[config.mk]
export PLATFORM = sky130hd
export DESIGN_NAME = ebc_top
export DESIGN_NICKNAME = d
export VERILOG_FILES = /design/src/rtl/ebc_pkg.sv /design/src/rtl/ebc_prof_bank.sv /design/src/rtl/ebc_track.sv /design/src/rtl/ebc_seq.sv /design/src/rtl/ebc_top.sv
export SDC_FILE = /design/constraint.sdc
export NUM_CORES = 1
export LEC_CHECK = 0
export BUFFER_PORTS_ARGS = -buffer_cell sky130_fd_sc_hd__buf_2
export CAP_MARGIN = 20
export CORE_ASPECT_RATIO = 1.1
export CORE_MARGIN = 2
export CORE_UTILIZATION = 40
export DETAILED_ROUTE_END_ITERATION = 7
export PLACE_DENSITY_LB_ADDON = 0.15
export SETUP_SLACK_MARGIN = 0.5
export SYNTH_ARGS = -nofsm -noshare
export SYNTH_HDL_FRONTEND = slang
export SYNTH_SLANG_ARGS = --single-unit
[constraint.sdc]
create_clock -name clk -period 6.1 [get_ports clk]
set_input_delay 0.915 -clock clk [delete_from_list [all_inputs] [get_ports clk]]
set_output_delay 0.915 -clock clk [all_outputs]
set_load 0.005 [all_outputs]
[src/rtl/ebc_pkg.sv]
package ebc_pkg;
  localparam int WAIT_W  = 4;
  localparam int DELTA_W = 8;
  localparam int ADVOE_W = 2;
  localparam int CNT_W   = $clog2((2**WAIT_W) + (2**ADVOE_W) + (2**DELTA_W));

  typedef struct packed {
    logic               addr_hold;
    logic [ADVOE_W-1:0] adv_oe;
    logic [WAIT_W-1:0]  rd_setup;
    logic [DELTA_W-1:0] rd_lat;
    logic [DELTA_W-1:0] wr_lat;
    logic [WAIT_W-1:0]  recov;
    logic [WAIT_W-1:0]  wr_hold;
    logic [WAIT_W-1:0]  wr_wait;
    logic [WAIT_W-1:0]  rd_wait;
  } ebc_prof_t;

  localparam int PROF_W = $bits(ebc_prof_t);

  typedef enum logic [2:0] {
    ST_IDLE, ST_ADV, ST_AHOLD, ST_SETUP, ST_STROBE, ST_WHOLD, ST_RECOV
  } ebc_state_e;
endpackage

[src/rtl/ebc_prof_bank.sv]
module ebc_prof_bank
  import ebc_pkg::*;
#(
  parameter int NCS = 6,
  localparam int SW = $clog2(NCS)
) (
  input  logic                  clk,
  input  logic                  rst_n,
  input  logic                  wr_en,
  input  logic [SW-1:0]         wr_sel,
  input  logic [PROF_W-1:0]     wr_data,
  input  logic [SW-1:0]         sel_req,
  input  logic [SW-1:0]         sel_last,
  output ebc_prof_t             prof_req,
  output logic [WAIT_W-1:0]     recov_last
);
  ebc_prof_t bank [NCS];

  for (genvar g = 0; g < NCS; g++) begin : g_prof
    ebc_prof_t prof_q;
    always_ff @(posedge clk or negedge rst_n) begin
      if (!rst_n)                             prof_q <= '0;
      else if (wr_en && wr_sel == SW'(g))     prof_q <= ebc_prof_t'(wr_data);
    end
    assign bank[g] = prof_q;
  end

  always_comb begin
    prof_req   = '0;
    recov_last = '0;
    for (int i = 0; i < NCS; i++) begin
      if (sel_req == SW'(i))  prof_req   = bank[i];
      if (sel_last == SW'(i)) recov_last = bank[i].recov;
    end
  end
endmodule

[src/rtl/ebc_track.sv]
module ebc_track #(
  parameter int NCS      = 6,
  parameter int AW       = 9,
  parameter int PAGE_LSB = 4,
  localparam int SW      = $clog2(NCS),
  localparam int TAG_W   = AW - PAGE_LSB
) (
  input  logic          clk,
  input  logic          rst_n,
  input  logic [SW-1:0] q_cs,
  input  logic [AW-1:0] q_addr,
  input  logic          q_write,
  input  logic          take,
  input  logic          gap_done,
  output logic          first_o,
  output logic          gap_o,
  output logic [SW-1:0] last_cs_o
);
  logic             seen_q;
  logic [SW-1:0]    cs_q;
  logic [TAG_W-1:0] tag_q;
  logic             rd_pend_q;

  assign first_o   = !seen_q || (q_cs != cs_q) || (q_addr[AW-1:PAGE_LSB] != tag_q);
  assign gap_o     = rd_pend_q && (q_write || (q_cs != cs_q));
  assign last_cs_o = cs_q;

  always_ff @(posedge clk or negedge rst_n) begin
    if (!rst_n) begin
      seen_q    <= 1'b0;
      cs_q      <= '0;
      tag_q     <= '0;
      rd_pend_q <= 1'b0;
    end else if (take) begin
      seen_q    <= 1'b1;
      cs_q      <= q_cs;
      tag_q     <= q_addr[AW-1:PAGE_LSB];
      rd_pend_q <= !q_write;
    end else if (gap_done) begin
      rd_pend_q <= 1'b0;
    end
  end
endmodule

[src/rtl/ebc_seq.sv]
module ebc_seq
  import ebc_pkg::*;
#(
  parameter int NCS = 6,
  parameter int AW  = 9,
  parameter int DW  = 16,
  localparam int SW = $clog2(NCS)
) (
  input  logic              clk,
  input  logic              rst_n,
  input  logic              req_valid,
  input  logic              req_write,
  input  logic [SW-1:0]     req_cs,
  input  logic [AW-1:0]     req_addr,
  input  logic [DW-1:0]     req_wdata,
  input  ebc_prof_t         prof,
  input  logic [WAIT_W-1:0] recov,
  input  logic              first,
  input  logic              gap,
  input  logic [DW-1:0]     bus_din,
  output logic              req_ready,
  output logic              take,
  output logic              gap_done,
  output logic              rsp_valid,
  output logic [DW-1:0]     rsp_rdata,
  output logic [AW-1:0]     bus_addr,
  output logic [DW-1:0]     bus_dout,
  output logic              bus_doe,
  output logic              bus_oe_n,
  output logic              bus_we_n,
  output logic              bus_adv_n,
  output logic [NCS-1:0]    bus_cs_n
);
  ebc_state_e        state;
  logic [CNT_W-1:0]  cnt;
  logic [CNT_W-1:0]  setup_q;
  logic [WAIT_W-1:0] strobe_q, hold_q;
  logic              wr_q, ah_q;
  logic [SW-1:0]     cs_q;
  logic [AW-1:0]     addr_q;
  logic [DW-1:0]     wdata_q;
  logic [CNT_W-1:0]  setup_new;
  logic [WAIT_W-1:0] rec_len;
  logic              busy;

  assign req_ready = (state == ST_IDLE) && !(gap && req_valid);
  assign take      = req_ready && req_valid;
  assign gap_done  = (state == ST_IDLE) && gap && req_valid;
  assign rec_len   = (recov == '0) ? WAIT_W'(1) : recov;

  always_comb begin
    if (req_write)
      setup_new = first ? CNT_W'(prof.wr_lat) : '0;
    else
      setup_new = CNT_W'(prof.rd_setup) + CNT_W'(prof.adv_oe)
                + (first ? CNT_W'(prof.rd_lat) : '0);
  end

  always_ff @(posedge clk or negedge rst_n) begin
    if (!rst_n) begin
      state     <= ST_IDLE;
      cnt       <= '0;
      setup_q   <= '0;
      strobe_q  <= '0;
      hold_q    <= '0;
      wr_q      <= 1'b0;
      ah_q      <= 1'b0;
      cs_q      <= '0;
      addr_q    <= '0;
      wdata_q   <= '0;
      rsp_valid <= 1'b0;
      rsp_rdata <= '0;
    end else begin
      rsp_valid <= 1'b0;
      unique case (state)
        ST_IDLE: begin
          if (gap_done) begin
            if (rec_len > WAIT_W'(1)) begin
              state <= ST_RECOV;
              cnt   <= CNT_W'(rec_len - WAIT_W'(2));
            end
          end else if (take) begin
            state    <= ST_ADV;
            wr_q     <= req_write;
            cs_q     <= req_cs;
            addr_q   <= req_addr;
            wdata_q  <= req_wdata;
            ah_q     <= prof.addr_hold;
            setup_q  <= setup_new;
            strobe_q <= req_write ? prof.wr_wait : prof.rd_wait;
            hold_q   <= prof.wr_hold;
          end
        end
        ST_RECOV: begin
          if (cnt == '0) state <= ST_IDLE;
          else           cnt   <= cnt - 1'b1;
        end
        ST_ADV, ST_AHOLD: begin
          if (state == ST_ADV && ah_q) begin
            state <= ST_AHOLD;
          end else if (setup_q == '0) begin
            state <= ST_STROBE;
            cnt   <= CNT_W'(strobe_q);
          end else begin
            state <= ST_SETUP;
            cnt   <= setup_q - 1'b1;
          end
        end
        ST_SETUP: begin
          if (cnt == '0) begin
            state <= ST_STROBE;
            cnt   <= CNT_W'(strobe_q);
          end else begin
            cnt <= cnt - 1'b1;
          end
        end
        ST_STROBE: begin
          if (cnt != '0) begin
            cnt <= cnt - 1'b1;
          end else if (wr_q) begin
            state <= ST_WHOLD;
            cnt   <= CNT_W'(hold_q);
          end else begin
            state     <= ST_IDLE;
            rsp_valid <= 1'b1;
            rsp_rdata <= bus_din;
          end
        end
        ST_WHOLD: begin
          if (cnt == '0) state <= ST_IDLE;
          else           cnt   <= cnt - 1'b1;
        end
        default: state <= ST_IDLE;
      endcase
    end
  end

  assign busy      = (state != ST_IDLE) && (state != ST_RECOV);
  assign bus_adv_n = (state != ST_ADV);
  assign bus_oe_n  = !((state == ST_STROBE) && !wr_q);
  assign bus_we_n  = !((state == ST_STROBE) && wr_q);
  assign bus_doe   = wr_q && ((state == ST_STROBE) || (state == ST_WHOLD));
  assign bus_addr  = busy ? addr_q : '0;
  assign bus_dout  = bus_doe ? wdata_q : '0;

  for (genvar g = 0; g < NCS; g++) begin : g_cs
    assign bus_cs_n[g] = !(busy && (cs_q == SW'(g)));
  end
endmodule

[src/rtl/ebc_top.sv]
module ebc_top
  import ebc_pkg::*;
#(
  parameter int NCS = 6,
  parameter int AW  = 9,
  parameter int DW  = 16,
  localparam int SW = $clog2(NCS)
) (
  input  logic              clk,
  input  logic              rst_n,
  input  logic              cfg_we,
  input  logic [SW-1:0]     cfg_cs,
  input  logic [PROF_W-1:0] cfg_data,
  input  logic              req_valid,
  output logic              req_ready,
  input  logic              req_write,
  input  logic [SW-1:0]     req_cs,
  input  logic [AW-1:0]     req_addr,
  input  logic [DW-1:0]     req_wdata,
  output logic              rsp_valid,
  output logic [DW-1:0]     rsp_rdata,
  output logic [AW-1:0]     bus_addr,
  output logic [DW-1:0]     bus_dout,
  input  logic [DW-1:0]     bus_din,
  output logic              bus_doe,
  output logic              bus_oe_n,
  output logic              bus_we_n,
  output logic              bus_adv_n,
  output logic [NCS-1:0]    bus_cs_n
);
  ebc_prof_t         prof_req;
  logic [WAIT_W-1:0] recov_last;
  logic [SW-1:0]     last_cs;
  logic              first, gap, take, gap_done;

  ebc_prof_bank #(.NCS(NCS)) u_bank (
    .clk(clk), .rst_n(rst_n), .wr_en(cfg_we), .wr_sel(cfg_cs), .wr_data(cfg_data),
    .sel_req(req_cs), .sel_last(last_cs), .prof_req(prof_req), .recov_last(recov_last)
  );

  ebc_track #(.NCS(NCS), .AW(AW)) u_track (
    .clk(clk), .rst_n(rst_n), .q_cs(req_cs), .q_addr(req_addr), .q_write(req_write),
    .take(take), .gap_done(gap_done), .first_o(first), .gap_o(gap), .last_cs_o(last_cs)
  );

  ebc_seq #(.NCS(NCS), .AW(AW), .DW(DW)) u_seq (
    .clk(clk), .rst_n(rst_n), .req_valid(req_valid), .req_write(req_write),
    .req_cs(req_cs), .req_addr(req_addr), .req_wdata(req_wdata), .prof(prof_req),
    .recov(recov_last), .first(first), .gap(gap), .bus_din(bus_din),
    .req_ready(req_ready), .take(take), .gap_done(gap_done),
    .rsp_valid(rsp_valid), .rsp_rdata(rsp_rdata), .bus_addr(bus_addr),
    .bus_dout(bus_dout), .bus_doe(bus_doe), .bus_oe_n(bus_oe_n), .bus_we_n(bus_we_n),
    .bus_adv_n(bus_adv_n), .bus_cs_n(bus_cs_n)
  );
endmodule

==> key figures, run 1 <==
Routing
  • WL final: 37210 um
  • Vias post-DR: 10100
  • Vias per cell: 5.327
  • Met2 WL: 17360 um
  • Post-DR wirelength/cell: 19.63 um
  • ANT nets after route: 0
  • # DRC: 0
  • DR top layer: met5
  • Met3 Routed Length: 1516 um
  • Metal-1 WL: 17730 um
  • Initial DRT Pass Iterations: 5
  • Initial drt markers: 488

Yosys
  • Synthesized net count: 1356
  • FF+latch count, synth: 320
  • Post-Syn Instances: 1253
  • Register area share after synthesis: 52.64%
  • Asr flop ratio synth: 100.0%
  • Syn. warnings: 0
  • Synthesized area: 0.01521 mm2
  • EDFF count, synth: 0
  • Syn Area/Cell: 12.14 um2
  • Ys flop type: dfrtp_1
  • Yosys cell types: 71

Floorplan
  • I/O pins: 144
  • Core Area: 0.03731 mm2
  • Die area: 0.03961 mm2
  • Rows: 74
  • DIE WIDTH: 189.9 um
  • Vert. Die Dim: 208.5 um
  • Initial Utilization: 40.77%

Clock network
  • Post-CTS setup buffers: 0
  • Hold_buf cts: 0
  • CTS buffer count: 36
  • Later-pin clock latency in the skew report: 0.53 ns
  • Clock Pin Slew Worst Setup and Hold Paths: 0.06 ns
  • Clock Sinks: 320
  • CTS tree: yes
  • Clock buffer depth: 3
  • Root Driver: clkbuf_16
  • CTS resizes: 0
  • CTS H-Tree Depth: 2

STA
  • Part of the cycle the worst path needs: 70.68%
  • Max Clk Rate: 231.9 MHz
  • RSZ-0062 raised after global routing: false
  • Final hold slack: 0.4379 ns
  • Hold Violations, Final: 0
  • Min Clock Period, post-route: 4.312 ns
  • Setup ws final: 1.788 ns
  • Final setup violation count: 0
  • Total negative slack: 0 ns
  • Clock skew: 0.01791 ns
  • Rel. slew slack: 41.32%
  • Max-slew violations: 0
  • Tightest Pin Transition: 0.8769 ns

Place
  • Post-place setup slack: 1.204 ns
  • Routability cong.: 0.8006
  • Detailed placement HPWL: 23880 um
  • Port buffer count: 143
  • Placed instance area: 0.01642 mm2

Cells and area
  • Final Instance Area: 0.01766 mm2
  • Register area: 0.008008 mm2
  • Layout cells sized above 1: 38.47%
  • Nets: 1478
  • Layout fillers: 3426
  • Area occupied by multi-input gates: 0.006840 mm2
  • Area growth syn-to-layout: 16.10%

Power
  • Pleak: 7.842 nW
  • Pwr Total: 7.432 mW
  • Worst vdd ir: 0.1669 mV
  • PwrDens: 420.8 mW/mm2

Min path
  • Hold Path Class: input port to async pin

Global routing
  • Antenna violations before repair: 4
  • Largest net degree at the start of global routing: 135
  • GRT Total Usage: 19.21%
  • Grt ovf: 0
  • Vias in the first global route: 10310
  • First-pass GRT wire length: 60020 um

Critical path
  • Critical Path Sink Type: flop
  • Worst R2R Start: u_track.last_cs_o[0]
  • Crit path kind: input port to flop
  • CP startpoint kind: input port
  • CP Data Required Time: 6.51 ns
  • Worst Path Arrival: 4.72 ns
  • Reg2reg path depth: 14
  • Largest fanout on the critical path: 28
  • Flop2flop setup slack: 2.40 ns
  • Worst reg2reg path endpoint: u_seq.setup_q[6]

Status
  • Status: completed

Flow run
  • Max cap viols: 0
==> Yosys cell counts, types with 4 or more instances <==
library cell	instances	share of area, %
a21o_1	4	0.20
a21oi_1	20	0.66
a221oi_1	10	0.58
a22oi_1	23	1.1
a31oi_1	11	0.45
and2_1	21	0.86
buf_1	17	0.42
buf_2	18	0.59
clkbuf_1	43	1.1
dfrtp_1	320	53
ha_1	10	0.82
inv_1	20	0.49
mux2_2	277	21
mux2i_1	20	1.3
mux4_2	20	3.0
nand2_1	161	4.0
nand2b_1	10	0.41
nand3_1	14	0.46
nand3b_1	5	0.25
nand4_1	5	0.21
nor2_1	42	1.0
nor2b_1	19	0.78
nor3_1	7	0.23
nor3b_1	8	0.39
o21a_1	5	0.25
o21ai_0	45	1.5
o221ai_1	8	0.46
o31ai_1	6	0.30
xnor2_1	14	0.81
xor2_1	7	0.40
==> flip-flops by register name, indices dropped and copies added (netlist names), 3 cells and up <==
name	flops
u_seq.wdata_q	16
u_seq.setup_q	9
u_track.tag_q	5
u_seq.rsp_rdata	16
u_seq.strobe_q	4
u_seq.cnt	9
u_seq.addr_q	9
u_track.last_cs_o	3
u_seq.hold_q	4
u_bank.bank	234
u_seq.state	3
u_seq.cs_q	3
==> metal layers <==
layer | vias to the layer above | global-route usage [%]
met4 | 4 | 4.384
met2 | 191 | 30.73
met3 | 42 | 2.986
met1 | 5130 | 27.52
met5 | - | 0
li1 | 4733 | -
==> metrics by stage <==
step / util [%] / std cells
after floorplan: - / 1253
after global placement: 44.02 / 1830
after detailed placement: 44.02 / 1830
after CTS: 47.30 / 1894
after global routing: 47.32 / 1895
final: 47.33 / 1896
==> layout by cell type (no fill, tap or decap), types with 8 or more instances in the layout <==
master     synthesis  routed
mux2i_1           20      20
nand3_1           14      12
clkbuf_1          43       8
buf_4              0      20
a221oi_1          10      10
o221ai_1           8       8
nor2b_1           19      17
buf_2             18     141
and2_1            21      21
a21oi_1           20      20
dfrtp_1          320     320
nand2_1          161     161
clkbuf_16          0      37
nand2b_1          10      10
inv_1             20      20
a22oi_1           23      23
mux2_2           277     277
mux4_2            20      20
a31oi_1           11      11
ha_1              10      10
o21ai_0           45      45
xnor2_1           14      14
nor2_1            42      41
==> area by class of cell <==
| class | count | area share [%] |
|---|---|---|
| antenna | 1 | 0.01417 |
| timing repair buffer | 163 | 5.045 |
| clock buffer | 50 | 5.803 |
| tap | 494 | 3.500 |
| clock inverter | 14 | 1.134 |
| inverter | 20 | 0.4251 |
| multi-input combinational | 834 | 38.73 |
| sequential | 320 | 45.35 |
==> where the power goes <==
group | switching [mW] | internal (mW) | total, mW
Sequential | 0.422 | 2.73 | 3.15
Combinational | 1.01 | 1.03 | 2.04
Clock | 0.864 | 1.39 | 2.25
==> critical path, cell delays in order <==
cell	delay, ns
buf_2	0.58
nor2b_1	0.41
a22oi_1	0.15
o22ai_1	0.21
ha_1	0.21
inv_1	0.06
fa_1	0.46
xor2_1	0.18
ha_1	0.35
nor2b_1	0.19
o21ai_0	0.09
nand2b_1	0.11
a21oi_1	0.08
nor3b_1	0.29
xnor2_1	0.10
o311ai_0	0.27
==> kinds of logic (layout without fill, tap and decap cells) <==
family,after synthesis,count (layout),share of synthesized area [%]
fa+ha+maj,12,12,1.086
compound gates,169,169,7.798
other cells,0,1,0
mux,317,317,24.78
xor+xnor,21,21,1.209
simple gates,315,315,9.838
flops,320,320,52.64
buf+inv,99,247,2.640
==> how the worst max path moves through the flow <==
| stage | from | end | slack, ns | depth (start not counted) |
|---|---|---|---|---|
| 2_1_floorplan | req_cs[1] | u_seq.setup_q[6] | 1.59 | 19 |
| 3_3_place_gp | req_cs[1] | u_seq.setup_q[6] | 1.36 | 16 |
| 3_5_place_dp | req_cs[1] | u_seq.setup_q[6] | 1.20 | 16 |
| 4_1_cts | req_cs[1] | u_seq.setup_q[7] | 1.74 | 17 |
| 5_1_grt | req_cs[1] | u_seq.setup_q[6] | 1.35 | 16 |
| 6_report | req_cs[1] | u_seq.setup_q[6] | 1.79 | 16 |
Power figures use the tool's default switching activity.
==> run 2, diff against run 1 <==
==> constraint.sdc (replaced) <==
create_clock -name clk -period 3.79 [get_ports clk]
set_input_delay 0.5685 -clock clk [delete_from_list [all_inputs] [get_ports clk]]
set_output_delay 0.5685 -clock clk [all_outputs]
set_load 0.005 [all_outputs]
==> run 2 against run 1 <==
  * Die area stayed put
  * Sequential power grew 60%
  * First-iteration DRC count is 5.7% higher
  * Core utilization up 0.89 points
  * Register-to-register slack got worse by 1.8 ns
  * Clock-buffer cell count rose by 2
  * Power grew 60%
  * Critical path type is now flop to flop
  * Largest power group unchanged
==> key figures, run 2 (synthesis gave the netlist of run 1 again) <==
Status
  • Status: completed

Critical path
  • Most frequent CP cell: nor2_2
  • Worst Path Arrival: 3.61 ns (-1.11 ns)
  • Crit path max-delay cell type: dfrtp_1
  • Critical Path Sink Type: flop
  • CP startpoint kind: flop
  • Largest fanout on the critical path: 3 (-89%)
  • Worst reg2reg path endpoint: u_seq.setup_q[7]
  • CP Data Required Time: 4.20 ns (-2.31 ns)
  • Worst R2R Start: u_bank.bank[193]
  • Flop2flop setup slack: 0.59 ns (-1.81 ns)
  • CP cell instances: mux2_4, a22oi_2, nor2_2, a211oi_2, inv_1, ha_4, a21oi_4, nor2_2, xnor2_1, ha_1, o21ai_1, o21ba_4, o21ai_2, nand2b_1, nand3_2, xor2_1, o311ai_1
  • Crit-path max cell delay: 0.38 ns (-0.20 ns)
  • Reg2reg path depth: 17 (+3)
  • Crit path kind: flop to flop

Routing
  • Initial DRT Pass Iterations: 5 (unchanged)
  • WL final: 37720 um (+1.4%)
  • Post-DR wirelength/cell: 19.60 um (-0.12%)
  • Vias post-DR: 10270 (+1.7%)
  • ANT nets after route: 0 (unchanged)
  • # DRC: 0 (unchanged)
  • Vias per cell: 5.339 (+0.22%)
  • Initial drt markers: 516 (+5.7%)

Floorplan
  • I/O pins: 144 (unchanged)
  • Initial Utilization: 40.77% (unchanged)
  • Vert. Die Dim: 208.5 um (unchanged)
  • Rows: 74 (unchanged)
  • Die area: 0.03961 mm2 (unchanged)
  • DIE WIDTH: 189.9 um (unchanged)
  • Core Area: 0.03731 mm2 (unchanged)

Place
  • Post-place setup slack: 0.008336 ns (-1.196 ns)
  • Detailed placement HPWL: 24880 um (+4.2%)
  • Port buffer count: 143 (unchanged)
  • Routability cong.: 0.8329 (+4.0%)
  • Placed instance area: 0.01666 mm2 (+1.4%)

Cells and area
  • Final Instance Area: 0.01799 mm2 (+1.9%)
  • Most common cell after layout, fill and taps aside: dfrtp_1
  • Layout cells sized above 1: 41.56% (+3.1 points)
  • Nets: 1509 (+2.1%)
  • Final core utilization: 48.22% (+0.89 points)
  • Number of flip-flops in the largest register: 234 (unchanged)
  • Most frequent cells in the layout: dfrtp_1, mux2_2, nand2_1
  • Area growth syn-to-layout: 18.28%

Power
  • Pwr Total: 11.87 mW (+60%)
  • Worst vdd ir: 0.3011 mV (+80%)
  • PwrDens: 659.7 mW/mm2 (+57%)
  • Pleak: 7.991 nW (+1.9%)

Global routing
  • Vias in the first global route: 10580 (+2.6%)
  • Grt ovf: 0 (unchanged)
  • Largest net degree at the start of global routing: 91 (-33%)
  • GRT Total Usage: 19.32% (+0.11 points)
  • Antenna violations before repair: 3 (-1)
  • First-pass GRT wire length: 60460 um (+0.72%)

Min path
  • Hold Path Class: input port to async pin

STA
  • Clock skew: 0.01328 ns (-0.004635 ns)
  • Rel. slew slack: 45.10% (+3.8 points)
  • Max-slew violations: 0 (unchanged)
  • Tightest Pin Transition: 0.8226 ns (-0.05438 ns)
  • Setup ws final: 0.5906 ns (-1.198 ns)
  • Hold Violations, Final: 0 (unchanged)
  • Min Clock Period, post-route: 3.199 ns
  • Total negative slack: 0 ns (unchanged)
  • Max Clk Rate: 312.6 MHz
  • RSZ-0062 raised after global routing: true
  • Part of the cycle the worst path needs: 84.42%
  • Final setup violation count: 0 (unchanged)

Clock network
  • Clock buffer depth: 3 (unchanged)
  • CTS tree: yes
  • Clock Pin Slew Worst Setup and Hold Paths: 0.06 ns (about the same)
  • Later-pin clock latency in the skew report: 0.52 ns (about the same)
  • Root Driver: clkbuf_16
  • CTS H-Tree Depth: 2 (unchanged)
  • CTS buffer count: 37 (+2.8%)
  • Clock Sinks: 320 (unchanged)

Flow run
  • Max cap viols: 0 (unchanged)
-- run 2: cell types whose count changed in the layout (fill, tap and decap cells not counted), sizes merged --
| cell | before | now |
|---|---|---|
| buf | 163 | 193 |
| bufinv | 5 | 0 |
| clkbuf | 50 | 52 |
| clkinv | 7 | 5 |
| diode | 1 | 3 |
| inv | 20 | 21 |
-- run 2: per-stage QoR --
stage | cells | hold WS, ns
4_1_cts | 1912 | 0.07237
3_5_place_dp | 1852 | 0.4536
3_3_place_gp | 1852 | 0.4484
6_report | 1924 | 0.02178
2_1_floorplan | 1253 | 0.2729
5_1_grt | 1921 | 0.07480
-- run 2: worst max-delay path by stage --
stage	slack, ns	startpoint	to
after global routing	0.34	u_bank.bank[115]	u_seq.setup_q[7]
after detailed placement	0.008	req_cs[1]	u_seq.setup_q[7]
after CTS	0.55	req_cs[1]	u_seq.setup_q[7]
after floorplan	0.19	req_cs[0]	u_seq.setup_q[5]
final	0.59	u_bank.bank[193]	u_seq.setup_q[7]
after global placement	0.08	req_cs[1]	u_seq.setup_q[7]
-- run 2: critical path: cells and delay by family (launching register included) --
family	cells	cell delay, ns
xor gates and xnor gates	2	0.28
DFF	1	0.38
muxes	1	0.27
buffers and inverters	1	0.11
and+or+nand+nor	4	0.33
adders and majority gates	2	0.56
AOI/OAI and AO/OA	7	1.15
-- run 2: final cells by class --
| cell class | instances | area (um2) |
|---|---|---|
| inverters | 20 | 75.07 |
| multi-input cells | 834 | 6969 |
| fillers | 3413 | 19320 |
| clock buffers | 52 | 1092 |
| repair buffers | 193 | 1166 |
| diodes | 3 | 7.507 |
| flip-flops and latches | 320 | 8008 |
| clock inverters | 8 | 55.05 |
| well taps | 494 | 618.1 |
-- run 2: power breakdown --
| group | switching (mW) | internal (mW) | total [mW] |
|---|---|---|---|
| registers | 0.658 | 4.39 | 5.05 |
| clock network | 1.38 | 2.00 | 3.37 |
| logic | 1.71 | 1.74 | 3.45 |
-- run 2: what timing repair did --
action                                  CTS  global route
hold endpoints to repair                  0             0
pin swaps                                 0            20
hold buffers                              0             0
gates resized for setup                   1            23
endpoints found under the setup margin    7            24
setup buffers                             0             9
cloned                                    0             0
-- run 2: routing by layer --
| layer | track usage [%] | up-vias | part of all wire [%] |
|---|---|---|---|
| met2 | 30.82 | 222 | 46 |
| met5 | 0 | - | 0 |
| met3 | 3.205 | 48 | 4.7 |
| li1 | - | 4796 | - |
| met1 | 27.24 | 5206 | 47 |
| met4 | 5.346 | 0 | 2.0 |
==> run 3, diff against run 2 <==
==> constraint.sdc (replaced) <==
create_clock -name clk -period 2.8 [get_ports clk]
set_input_delay 0.42 -clock clk [delete_from_list [all_inputs] [get_ports clk]]
set_output_delay 0.42 -clock clk [all_outputs]
set_load 0.005 [all_outputs]
==> run 3 against run 2 <==
  * The flow now finishes with violations (negative setup slack)
  * Core utilization is 3.1 points higher
  * Register-to-register slack got worse by 0.86 ns
  * Final cell count is 3.2% higher
  * Fmax is 4.1% higher
  * Via count increased by 3.5%
==> key figures, run 3 (synthesis gave the netlist of run 1 again) <==
Cells and area
  • Most frequent cells in the layout: dfrtp_1, mux2_2, nand2_1
  • Final Instance Area: 0.01917 mm2 (+6.5%)
  • Finished Layout Cells: 1985 (+3.2%)
  • Final core utilization: 51.36% (+3.1 points)
  • Layout cells sized above 1: 47.18% (+5.6 points)
  • Nets: 1564 (+3.6%)
  • Area growth syn-to-layout: 26.00%
  • Number of flip-flops in the largest register: 234 (unchanged)
  • Most common cell after layout, fill and taps aside: dfrtp_1

Clock network
  • Clock Pin Slew Worst Setup and Hold Paths: 0.06 ns (about the same)
  • CTS tree: yes
  • Clock Sinks: 320 (unchanged)
  • Clock buffer depth: 3 (unchanged)
  • Root Driver: clkbuf_16
  • CTS H-Tree Depth: 2 (unchanged)
  • CTS buffer count: 37 (unchanged)
  • Later-pin clock latency in the skew report: 0.53 ns (about the same)

Power
  • Worst vdd ir: 0.4458 mV (+48%)
  • PwrDens: 938.5 mW/mm2 (+42%)
  • Pleak: 8.536 nW (+6.8%)
  • Pwr Total: 17.99 mW (+52%)

Floorplan
  • Vert. Die Dim: 208.5 um (unchanged)
  • Core Area: 0.03731 mm2 (unchanged)
  • Die area: 0.03961 mm2 (unchanged)
  • Rows: 74 (unchanged)
  • I/O pins: 144 (unchanged)
  • Initial Utilization: 40.77% (unchanged)
  • DIE WIDTH: 189.9 um (unchanged)

Critical path
  • CP delay by family, top: adder cells
  • WP buf/inv: 2 (+1)
  • CP cell instances: mux4_2, nand2_2, o21ai_2, ha_2, inv_2, fa_2, inv_2, ha_4, a21o_1, o21ba_4, o21ai_2, nand2b_1, nand3_1, xor2_1, o311ai_1
  • Crit path max-delay cell type: mux4_2
  • Crit-path max cell delay: 0.48 ns (+0.10 ns)
  • Largest fanout on the critical path: 3 (unchanged)
  • Worst Path Arrival: 3.50 ns (-0.11 ns)
  • Critical Path Sink Type: flop
  • CP startpoint kind: flop
  • Crit path kind: flop to flop
  • CP Data Required Time: 3.23 ns (-0.97 ns)

Routing
  • WL final: 39240 um (+4.0%)
  • ANT nets after route: 0 (unchanged)
  • Initial DRT Pass Iterations: 5 (unchanged)
  • # DRC: 0 (unchanged)
  • Vias post-DR: 10630 (+3.5%)
  • Vias per cell: 5.356 (+0.32%)
  • Post-DR wirelength/cell: 19.77 um (+0.85%)
  • Initial drt markers: 539 (+4.5%)

STA
  • Rel. slew slack: 55.04% (+9.9 points)
  • Max-slew violations: 0 (unchanged)
  • Max Clk Rate: 325.5 MHz (+4.1%)
  • Clock skew: 0.01027 ns (-0.003006 ns)
  • Final hold slack: 0.08404 ns (+0.06226 ns)
  • Part of the cycle the worst path needs: 109.7% (+25 points)
  • Tightest Pin Transition: 0.6745 ns (-0.1481 ns)
  • Final setup violation count: 5 (+5)
  • RSZ-0062 raised after global routing: true
  • Hold Violations, Final: 0 (unchanged)
  • Setup ws final: -0.2720 ns (-0.8626 ns)
  • Min Clock Period, post-route: 3.072 ns (-0.1274 ns)

Place
  • Detailed placement HPWL: 25130 um (+1.0%)
  • Routability cong.: 0.8329 (unchanged)
  • Placed insts: 1880 (+1.5%)
  • Port buffer count: 143 (unchanged)
  • Placed instance area: 0.01698 mm2 (+1.9%)

Status
  • Status: finished, violations left
  • Failing checks: negative setup slack

Global routing
  • First-pass GRT wire length: 60910 um (+0.75%)
  • GRT Total Usage: 19.54% (+0.21 points)
  • Antenna violations before repair: 4 (+1)
  • Vias in the first global route: 10650 (+0.62%)
  • Largest net degree at the start of global routing: 80 (-12%)
  • Grt ovf: 0 (unchanged)

Min path
  • Hold Path Class: input port to flop

Flow run
  • Max cap viols: 0 (unchanged)
## run 3: timing repair
item,4_1_cts,5_1_grt
gates resized for setup,57,97
hold buffers,1,0
gates cloned,2,5
setup buffers,14,14
endpoints found under the hold margin,68,0
setup endpoints to repair,69,70
pin swaps,22,31
## run 3: cell type report
type | count | area [um2]
fill | 3303 | 18150
sequential | 320 | 8010
multi-input combinational | 835 | 7401
timing repair buffer | 247 | 1812
clock buffer | 50 | 1097
tap | 494 | 618.1
clock inverter | 16 | 141.4
inverter | 20 | 78.83
antenna | 3 | 7.507
## run 3: power by group
group | internal [mW] | switching [mW] | leakage, nW
clock | 2.94 | 1.93 | 0.614
sequential | 5.95 | 0.847 | 3.87
combinational | 3.34 | 2.99 | 4.05
## run 3: metrics by stage
stage                     setup WS [ns]  setup TNS [ns]
after floorplan                 -0.6515          -3.614
after global placement          -0.6601          -3.855
after detailed placement        -0.7103          -4.118
after CTS                       -0.2991          -1.163
after global routing            -0.4678          -2.343
final                           -0.2720          -1.189
## run 3: worst paths after layout
check,from,end,slack [ns],depth (start not counted)
setup / recovery,u_bank.bank[114],u_seq.setup_q[7],-0.27,15
hold reg to reg,u_seq.wdata_q[5],u_seq.wdata_q[5],0.47,2
hold / removal,req_wdata[10],u_seq.wdata_q[10],0.08,3
setup reg to reg,u_bank.bank[114],u_seq.setup_q[7],-0.27,15
max in group asynchronous,rst_n,u_bank.bank[184],1.55,3
min in group asynchronous,rst_n,u_seq.wdata_q[1],0.48,2
## run 3: metal layers
layer / wire length, um / part of all wire, % / track usage, % / vias up
met2: 18730 / 48 / 31.49 / 233
li1: - / - / - / 4922
met5: 13 / 0.033 / 0 / -
met4: 582 / 1.5 / 4.437 / 2
met1: 18150 / 46 / 27.63 / 5432
met3: 1764 / 4.5 / 3.306 / 43
## run 3: worst reg2reg max path, delay by kind of cell, from the launching register on
kind,cells,cell delay [ns]
adders and majority gates,3,0.83
AOI/OAI and AO/OA,5,0.78
muxes,1,0.48
DFF,1,0.38
and+or+nand+nor,3,0.31
buffers and inverters,2,0.13
xor gates and xnor gates,1,0.07
